--- src/rtl/rststat_pkg.sv ---
package rststat_pkg;

  localparam int NumTypes = 3;
  localparam int CodeW    = 2;

  typedef logic [CodeW-1:0] typeCode_t;

  typedef struct packed {
    logic      capRecent;
    logic      capWdog;
    typeCode_t code;
  } capStrobe_t;

  function automatic typeCode_t encodeType(input logic [NumTypes-1:0] levels);
    typeCode_t result;
    result = '0;
    for (int i = 0; i < NumTypes; i++) begin
      if (levels[i]) result = typeCode_t'(i + 1);
    end
    return result;
  endfunction

endpackage

--- src/rtl/rststat_ctrl.sv ---
module rststat_ctrl
  import rststat_pkg::*;
(
  input  logic                clk,
  input  logic                rst_n,
  input  logic [NumTypes-1:0] rstDone,
  input  logic                wdogCause,
  output capStrobe_t          strobe
);

  logic armed;
  logic anyDone;
  typeCode_t winner;

  always_ff @(posedge clk or negedge rst_n) begin
    if (!rst_n) armed <= 1'b0;
    else        armed <= 1'b1;
  end

  assign anyDone = |rstDone;
  assign winner  = encodeType(rstDone);

  always_comb begin
    strobe           = '0;
    strobe.capRecent = armed && anyDone;
    strobe.capWdog   = armed && anyDone && wdogCause;
    strobe.code      = winner;
  end

endmodule

--- src/rtl/rststat_field.sv ---
module rststat_field
  import rststat_pkg::*;
(
  input  logic      clk,
  input  logic      rst_n,
  input  logic      capture,
  input  typeCode_t capCode,
  input  typeCode_t clrBits,
  output typeCode_t value
);

  always_ff @(posedge clk or negedge rst_n) begin
    if (!rst_n)       value <= '0;
    else if (capture) value <= capCode;
    else              value <= value & ~clrBits;
  end

endmodule

--- src/rtl/rststat_datapath.sv ---
module rststat_datapath
  import rststat_pkg::*;
#(
  parameter int NumThreads = 4,
  localparam int FieldW    = NumThreads * CodeW
) (
  input  logic              clk,
  input  logic              rst_n,
  input  capStrobe_t        strobe,
  input  logic [FieldW-1:0] swClrRecent,
  input  logic [FieldW-1:0] swClrWdog,
  output logic [FieldW-1:0] recentCode,
  output logic [FieldW-1:0] wdogCode
);

  for (genvar t = 0; t < NumThreads; t++) begin : g_thread
    rststat_field recent_i (
      .clk     (clk),
      .rst_n   (rst_n),
      .capture (strobe.capRecent),
      .capCode (strobe.code),
      .clrBits (swClrRecent[t*CodeW +: CodeW]),
      .value   (recentCode[t*CodeW +: CodeW])
    );
    rststat_field wdog_i (
      .clk     (clk),
      .rst_n   (rst_n),
      .capture (strobe.capWdog),
      .capCode (strobe.code),
      .clrBits (swClrWdog[t*CodeW +: CodeW]),
      .value   (wdogCode[t*CodeW +: CodeW])
    );
  end

endmodule

--- src/rtl/rststat_top.sv ---
module rststat_top
  import rststat_pkg::*;
#(
  parameter int NumThreads = 4,
  localparam int FieldW    = NumThreads * CodeW
) (
  input  logic                clk,
  input  logic                rst_n,
  input  logic [NumTypes-1:0] rstDone,
  input  logic                wdogCause,
  input  logic [FieldW-1:0]   swClrRecent,
  input  logic [FieldW-1:0]   swClrWdog,
  output logic [FieldW-1:0]   recentCode,
  output logic [FieldW-1:0]   wdogCode
);

  capStrobe_t strobe;

  rststat_ctrl ctrl_i (
    .clk       (clk),
    .rst_n     (rst_n),
    .rstDone   (rstDone),
    .wdogCause (wdogCause),
    .strobe    (strobe)
  );

  rststat_datapath #(.NumThreads(NumThreads)) dp_i (
    .clk         (clk),
    .rst_n       (rst_n),
    .strobe      (strobe),
    .swClrRecent (swClrRecent),
    .swClrWdog   (swClrWdog),
    .recentCode  (recentCode),
    .wdogCode    (wdogCode)
  );

endmodule

--- config.mk ---
export PLATFORM = sky130hd
export DESIGN_NAME = rststat_top
export DESIGN_NICKNAME = d
export VERILOG_FILES = /design/src/rtl/rststat_pkg.sv /design/src/rtl/rststat_ctrl.sv /design/src/rtl/rststat_field.sv /design/src/rtl/rststat_datapath.sv /design/src/rtl/rststat_top.sv
export SDC_FILE = /design/constraint.sdc
export NUM_CORES = 1
export LEC_CHECK = 0
export BUFFER_PORTS_ARGS = -buffer_cell sky130_fd_sc_hd__buf_2
export CAP_MARGIN = 20
export CORE_MARGIN = 3
export CORE_UTILIZATION = 41
export CTS_BUF_LIST = sky130_fd_sc_hd__clkbuf_2 sky130_fd_sc_hd__clkbuf_4 sky130_fd_sc_hd__clkbuf_8
export CTS_CLUSTER_SIZE = 12
export DETAILED_ROUTE_END_ITERATION = 12
export GPL_TIMING_DRIVEN = 0
export PLACE_DENSITY_LB_ADDON = 0.12
export SKIP_CTS_REPAIR_TIMING = 1
export SLEW_MARGIN = 20
export SYNTH_ARGS = -nofsm -noshare
export SYNTH_HDL_FRONTEND = slang
export SYNTH_HIERARCHICAL = 1
export SYNTH_SLANG_ARGS = --single-unit
--- constraint.sdc ---
create_clock -name clk -period 1.7 [get_ports clk]
set_input_delay 0.085 -clock clk [delete_from_list [all_inputs] [get_ports clk]]
set_output_delay 0.085 -clock clk [all_outputs]
set_load 0.05 [all_outputs]
* Word level (Yosys, flattened, before mapping) *
Cells that the tools add are included.

word-level totals
  bits in registers = 17
  input port bits = 22
  output and inout port bits = 16

operators by class
  multiplexer cells = 11
  bitwise operators = 16
  reductions and logical operators = 3

operator list
  kind                number
  two-way mux 2 bit   10
  AND 2 bit           8
  inverter 2 bit      8
  OR reduction 3 bit  1
  logical AND 1 bit   2
  two-way mux 1 bit   1

* Depth between registers and ports, before layout *
Gate-level depths: netlist of run 1.

  depth after elaboration = 4
  mapped depth = 4
  depth with buffers taken out = 4

* By module *
Netlist of run 1, hierarchy kept.

by module, submodules not included
  module         instances  cells an instance  area an instance (um^2)  seq. area each (um^2)
  rststat_field  8          8                  83.8                     50.0
  rststat_ctrl   1          7                  68.8                     25.0

* Worst setup path after synthesis of run 1 *
Ideal clock, no wire load.

  kind = input-to-reg
  start point = input rstDone[2]
  end point = register dp_i.g_thread[0].recent_i.value[0]
  arrival = 0.934 ns
  data required time = 1.626 ns
  setup slack = 0.692 ns
  cell stages on the path = 4
  buffers on the path = 0
  cells stage by stage = or2_4 > o21a_1 > nand2b_1 > o21ai_2

RTL lines
  element               RTL line             RTL
  from (decl)           rststat_top.sv:9     input logic [NumTypes-1:0] rstDone,
  to (signal assigned)  rststat_field.sv:14  else if (capture) value <= capCode;
  to (signal assigned)  rststat_field.sv:15  else value <= value & ~clrBits;
  to (decl)             rststat_field.sv:9   output typeCode_t value

==> results_dict.tcl, run 1 <==
set metrics [dict create \
    status "finished, final reports clean" \
    fin_crit_sh_pct 64.13 \
    r2r_cells 3 \
    num_io_pins 38 \
    synth-compound-area-share_pct 18.61 \
    fin_skew_ps 5.737 \
    crit_path_end_kind "flop" \
    routed_wl_um 1583 \
    drt-pass1-iter-count 2 \
    wl_per_cell_um 10.92 \
    gp_congestion 0.6482 \
    leakagePower_nw 0.5459 \
    vias_per_cell 4.497 \
    reg2reg_slack_ps 610 \
    maxSlewViolCount 0 \
    core_area_um2 1594 \
    grt.total_usage_pct 14.48 \
    synth.distinct_cells 11 \
    cts_tree "built" \
    muxShareOfSynthArea_pct 0 \
    period_needed_ps 1090 \
    drtIter0Drc 4 \
    layout.nets 144 \
    synthesis.area_um2 739.5 \
    grt_max_degree 18 \
    antenna_found_initial 0 \
    ys_seq_area_share_pct 57.53 \
    clock_sinks 17 \
    finalSetupViolations 0 \
    synthTopCellsByArea "dfrtp_1 58%, nand2b_1 14%, o21ai_2 9.5%" \
    critPathRequiredTime_ps 1880 \
    yosysWarnings 6 \
    yosys.area.top_type "dfrtp_1" \
    ant_nets 0 \
    hold_class "primary input to flop" \
    synth.net_count 93 \
    worst_hold_slack_ps 42.58 \
    dp_cells 132 \
    yosys.area_share.adder_pct 0 \
    dpl.hpwl_um 1136 \
    cts_max_path_buffers 2 \
    final_layout_size_suffix_gt1_share_pct 42.98 \
    grt_pass1_wl_um 2642 \
    p_per_area_nw_per_um2 905.5 \
    synth_cells 71 \
    numCtsBuffers 3 \
    synth_top_family_by_area "simple AND/OR/NAND/NOR gates" \
    route.detailed.drc 0 \
    fillCellCount 143 \
    setup_tns_ps 0 \
    num_antenna_cells 0 \
    fin_cells 145 \
    path_clk_slew_ps 100 \
    syn_area_per_cell_um2 10.41 \
    cp_max_fo 16 \
    start_util_pct 46.39 \
    grt_pass1_vias 598 \
    port_buffers 37 \
    whs_path_depth 3 \
    worstPathArrival_ps 1270 \
    overflow 0 \
    die_area_um2 2349 \
    max_freq_mhz 917.2 \
    area_delta_synth_final_pct 45.35 \
    rsz0062_at_grt "no" \
    synth-xor-area-share_pct 0 \
    hold_viol 0 \
    crit_end "dp_i/g_thread[2].recent_i/value[0]" \
    synth-simple-area-share_pct 22.84 \
    ys_ff_latch 17 \
    htree_levels 1 \
    worstSkewPairLatency_ps 290 \
    synth_top_area_share_pct 57.53 \
    startpoint_type "flop" \
    crit_type "flop to flop" \
    cp-startpoint "ctrl_i/armed" \
    root_buffer "clkbuf_4" \
    max_cap_violations 0 \
    vias 652 \
    die_w_um 48.47 \
    power_mw 0.9732 \
    fp.dieH_um 48.47 \
    peakVddDrop_v 0.0005388 \
    regToRegStartpoint "ctrl_i/armed" \
    num_rows 14 \
    rr_endpoint "dp_i/g_thread[2].recent_i/value[0]" \
]
==> state kept, by name, summed over array words and instances, names as in the netlist <==
| name | flops |
|---|---|
| dp_i/g_thread.recent_i/value | 8 |
| dp_i/g_thread.wdog_i/value | 8 |
| ctrl_i/armed | 1 |
==> layout by cell type (no fill, tap or decap), drive strengths merged <==
master,instances
inv,1
or2,1
dlygate4sd3,9
conb,1
o311a,1
nand2b,16
buf,37
dfrtp,17
clkbuf,4
o21ai,16
a21o,1
o21a,1
nand2,16
==> routing by layer <==
metal / up-vias / global-route usage, % / share of wire (%)
met5: - / 0 / 0
met4: 0 / 8.531 / 1.3
met3: 4 / 3.681 / 5.1
met2: 22 / 22.94 / 47
met1: 294 / 17.86 / 47
li1: 332 / - / -
==> power by group <==
| part | switching, mW | internal, mW |
|---|---|---|
| logic | 0.198 | 0.0868 |
| clock network | 0.124 | 0.107 |
| registers | 0.0175 | 0.440 |
==> metrics by stage <==
stage          area (um^2)  utilization [%]  setup WS [ps]
6_report              1075            67.43          609.7
5_1_grt               1075            67.43          508.3
4_1_cts              984.7            61.77          607.8
3_5_place_dp         954.7            59.89          479.0
3_3_place_gp         954.7            59.89          493.4
2_1_floorplan        739.5                -          691.7
==> Yosys cell counts <==
master,number
inv_1,1
dfrtp_1,17
o21a_1,1
conb_1,1
nand2_1,16
or2_4,1
o21ai_2,8
o311a_2,1
a21o_2,1
o21ai_0,8
nand2b_1,16
==> worst max-delay path: stages (launching register included) <==
cell and delay, ps:
dfrtp_1 360, o21a_1 390, nand2b_1 190, o21ai_2 50
==> cells by family after synthesis <==
| family | count (synthesis) |
|---|---|
| other | 1 |
| and+or+nand+nor | 33 |
| buffers and inverters | 1 |
| AOI/OAI and AO/OA | 19 |
| DFF | 17 |
==> worst min-delay path by stage <==
stage	from	endpoint	slack [ps]
2_1_floorplan	rst_n	ctrl_i/armed	-210
3_3_place_gp	rst_n	dp_i/g_thread[1].wdog_i/value[1]	20
3_5_place_dp	rst_n	dp_i/g_thread[1].wdog_i/value[1]	30
4_1_cts	rst_n	dp_i/g_thread[0].wdog_i/value[1]	-300
5_1_grt	swClrRecent[5]	dp_i/g_thread[2].recent_i/value[1]	50
6_report	swClrWdog[3]	dp_i/g_thread[1].wdog_i/value[1]	40
==> layout make-up <==
cell class / instances / area (um^2) / share of cell area, %
sequential: 17 / 425.4 / 39.58
multi-input combinational: 53 / 310.3 / 28.87
timing repair buffer: 46 / 275.3 / 25.61
clock buffer: 4 / 30.03 / 2.794
tap: 24 / 30.03 / 2.794
inverter: 1 / 3.754 / 0.3492
(Power assumes the default switching activity.)
==> run 2, diff against run 1 <==
Clock period 1.7 ns to 1 ns, I/O delays scaled along.
==> results_dict.tcl, run 2 (synthesized netlist as in run 1, its figures left out) <==
set metrics [dict create \
    cts_tree "built" \
    critPathTopFamily "flip-flops" \
    gr-max-usage-layer "met2" \
    route.detailed.drc 0 \
    dpl.hpwl_um 1136 \
    numCtsBuffers 3 \
    startpoint_type "flop" \
    seq_area_um2 425.4 \
    leakagePower_nw 0.5572 \
    antenna_found_initial 0 \
    status "finished, final reports clean" \
    gp_congestion 0.6482 \
    max_freq_mhz 1032 \
    fin_crit_sh_pct 96.90 \
    fin_cells 146 \
    die_area_um2 2349 \
    final_area_um2 1141 \
    drt-pass1-iter-count 4 \
    multi_input_area_um2 339.1 \
    maxSlewViolCount 0 \
    placed_area_um2 954.7 \
    num_io_pins 38 \
    met1_usage_pct 17.86 \
    crit_type "flop to flop" \
    final_cell_mix "22 x buf_2, 17 x dfrtp_1, 16 x clkbuf_4, 16 x nand2b_1, 16 x nand2_1" \
    final_common_cell "buf_2" \
    overflow 0 \
    routed_wl_um 1721 \
    met3_usage_pct 3.681 \
    grt_max_degree 18 \
    grt_pass1_vias 598 \
    worstSkewPairLatency_ps 290 \
    hold_class "primary input to flop" \
    top_regs "dp_i/g_thread.recent_i/value: 8 flops, dp_i/g_thread.wdog_i/value: 8 flops, ctrl_i/armed: 1 flops" \
    hold_viol 0 \
    htree_levels 1 \
    cpPeakStageDelay_ps 430 \
    max_cap_violations 0 \
    start_util_pct 46.39 \
    crit_path_cell_trace "o21a_4 -> nand2b_1 -> o21ai_2" \
    num_antenna_cells 0 \
    crit_slowest_cell "dfrtp_1" \
    peakVddDrop_v 0.0009090 \
    final_layout_size_suffix_gt1_share_pct 44.26 \
    clock_sinks 17 \
    grt_pass1_wl_um 2642 \
    rsz0062_at_grt "yes" \
    fp.dieH_um 48.47 \
    finalSetupViolations 0 \
    crit_path_end_kind "flop" \
    num_rows 14 \
    cp_max_fo 16 \
    worstPathArrival_ps 1190 \
    root_buffer "clkbuf_4" \
    fillCellCount 131 \
    cts_max_path_buffers 2 \
    port_buffers 37 \
    ant_nets 0 \
    period_needed_ps 969.0 \
    dp_cells 132 \
    p_per_area_nw_per_um2 1494 \
    grt_util_met2_pct 22.94 \
    area_delta_synth_final_pct 54.31 \
    core_area_um2 1594 \
    path_clk_slew_ps 100 \
    die_w_um 48.47 \
    critPathRequiredTime_ps 1220 \
    grt.total_usage_pct 14.48 \
    wl_per_cell_um 11.79 \
    vias 672 \
    drtIter0Drc 8 \
    layout.nets 145 \
    vias_per_cell 4.603 \
    power_mw 1.705 \
    path_buf_inv 0 \
    fin_skew_ps 0.4953 \
]
==> run 2: changes by cell type in the layout (fill, tap and decap cells not counted) <==
cell | before | now
clkbuf_4 | 4 | 16
buf_2 | 37 | 22
o21a_4 | 0 | 1
buf_4 | 0 | 3
o311a_4 | 0 | 1
o21a_1 | 1 | 0
==> run 2: cell type report <==
type,instances,area share (%)
tap,24,2.632
clock buffer,4,2.632
timing repair buffer,46,27.41
inverter,1,0.3289
sequential,17,37.28
multi-input combinational,54,29.72
==> run 2: worst reg2reg max path: cells and delay by family (launching register included) <==
kind | cells | cell delay [ps]
and+or+nand+nor | 1 | 180
AOI/OAI and AO/OA | 2 | 300
DFF | 1 | 430
==> run 2: final timing paths <==
kind                       slack [ps]                                from                            endpoint  depth (start not counted)
max                                30                        ctrl_i/armed  dp_i/g_thread[2].recent_i/value[0]                          3
max in group asynchronous         540                               rst_n  dp_i/g_thread[0].recent_i/value[0]                          2
min in group asynchronous         190                               rst_n    dp_i/g_thread[3].wdog_i/value[1]                          2
max reg2reg                        30                        ctrl_i/armed  dp_i/g_thread[2].recent_i/value[0]                          3
min                                 8                        swClrWdog[3]    dp_i/g_thread[1].wdog_i/value[1]                          3
min reg2reg                       540  dp_i/g_thread[0].recent_i/value[0]  dp_i/g_thread[0].recent_i/value[0]                          2
==> run 2: where the power goes <==
group          switching (mW)  internal (mW)  leakage, nW
combinational           0.344          0.182        0.325
sequential             0.0329          0.748        0.214
clock                   0.216          0.182       0.0184
total                   0.592           1.11        0.557
==> run 2: layer usage <==
metal | part of all wire [%] | up-vias
li1 | - | 339
met1 | 44 | 307
met2 | 50 | 22
met3 | 4.5 | 4
met4 | 1.5 | 0
met5 | 0 | -
==> run 2: per-stage QoR <==
step / hold slack, ps / setup WS, ps / TNS (ps) / util, %
4_1_cts: -334.8 / -92.18 / -587.7 / 61.77
3_3_place_gp: -10.55 / -171.6 / -1197 / 59.89
5_1_grt: 8.432 / -10.11 / -22.34 / 71.59
2_1_floorplan: -245.6 / 26.74 / 0 / -
3_5_place_dp: -7.782 / -186.0 / -1351 / 59.89
6_report: 8.355 / 30.98 / 0 / 71.59
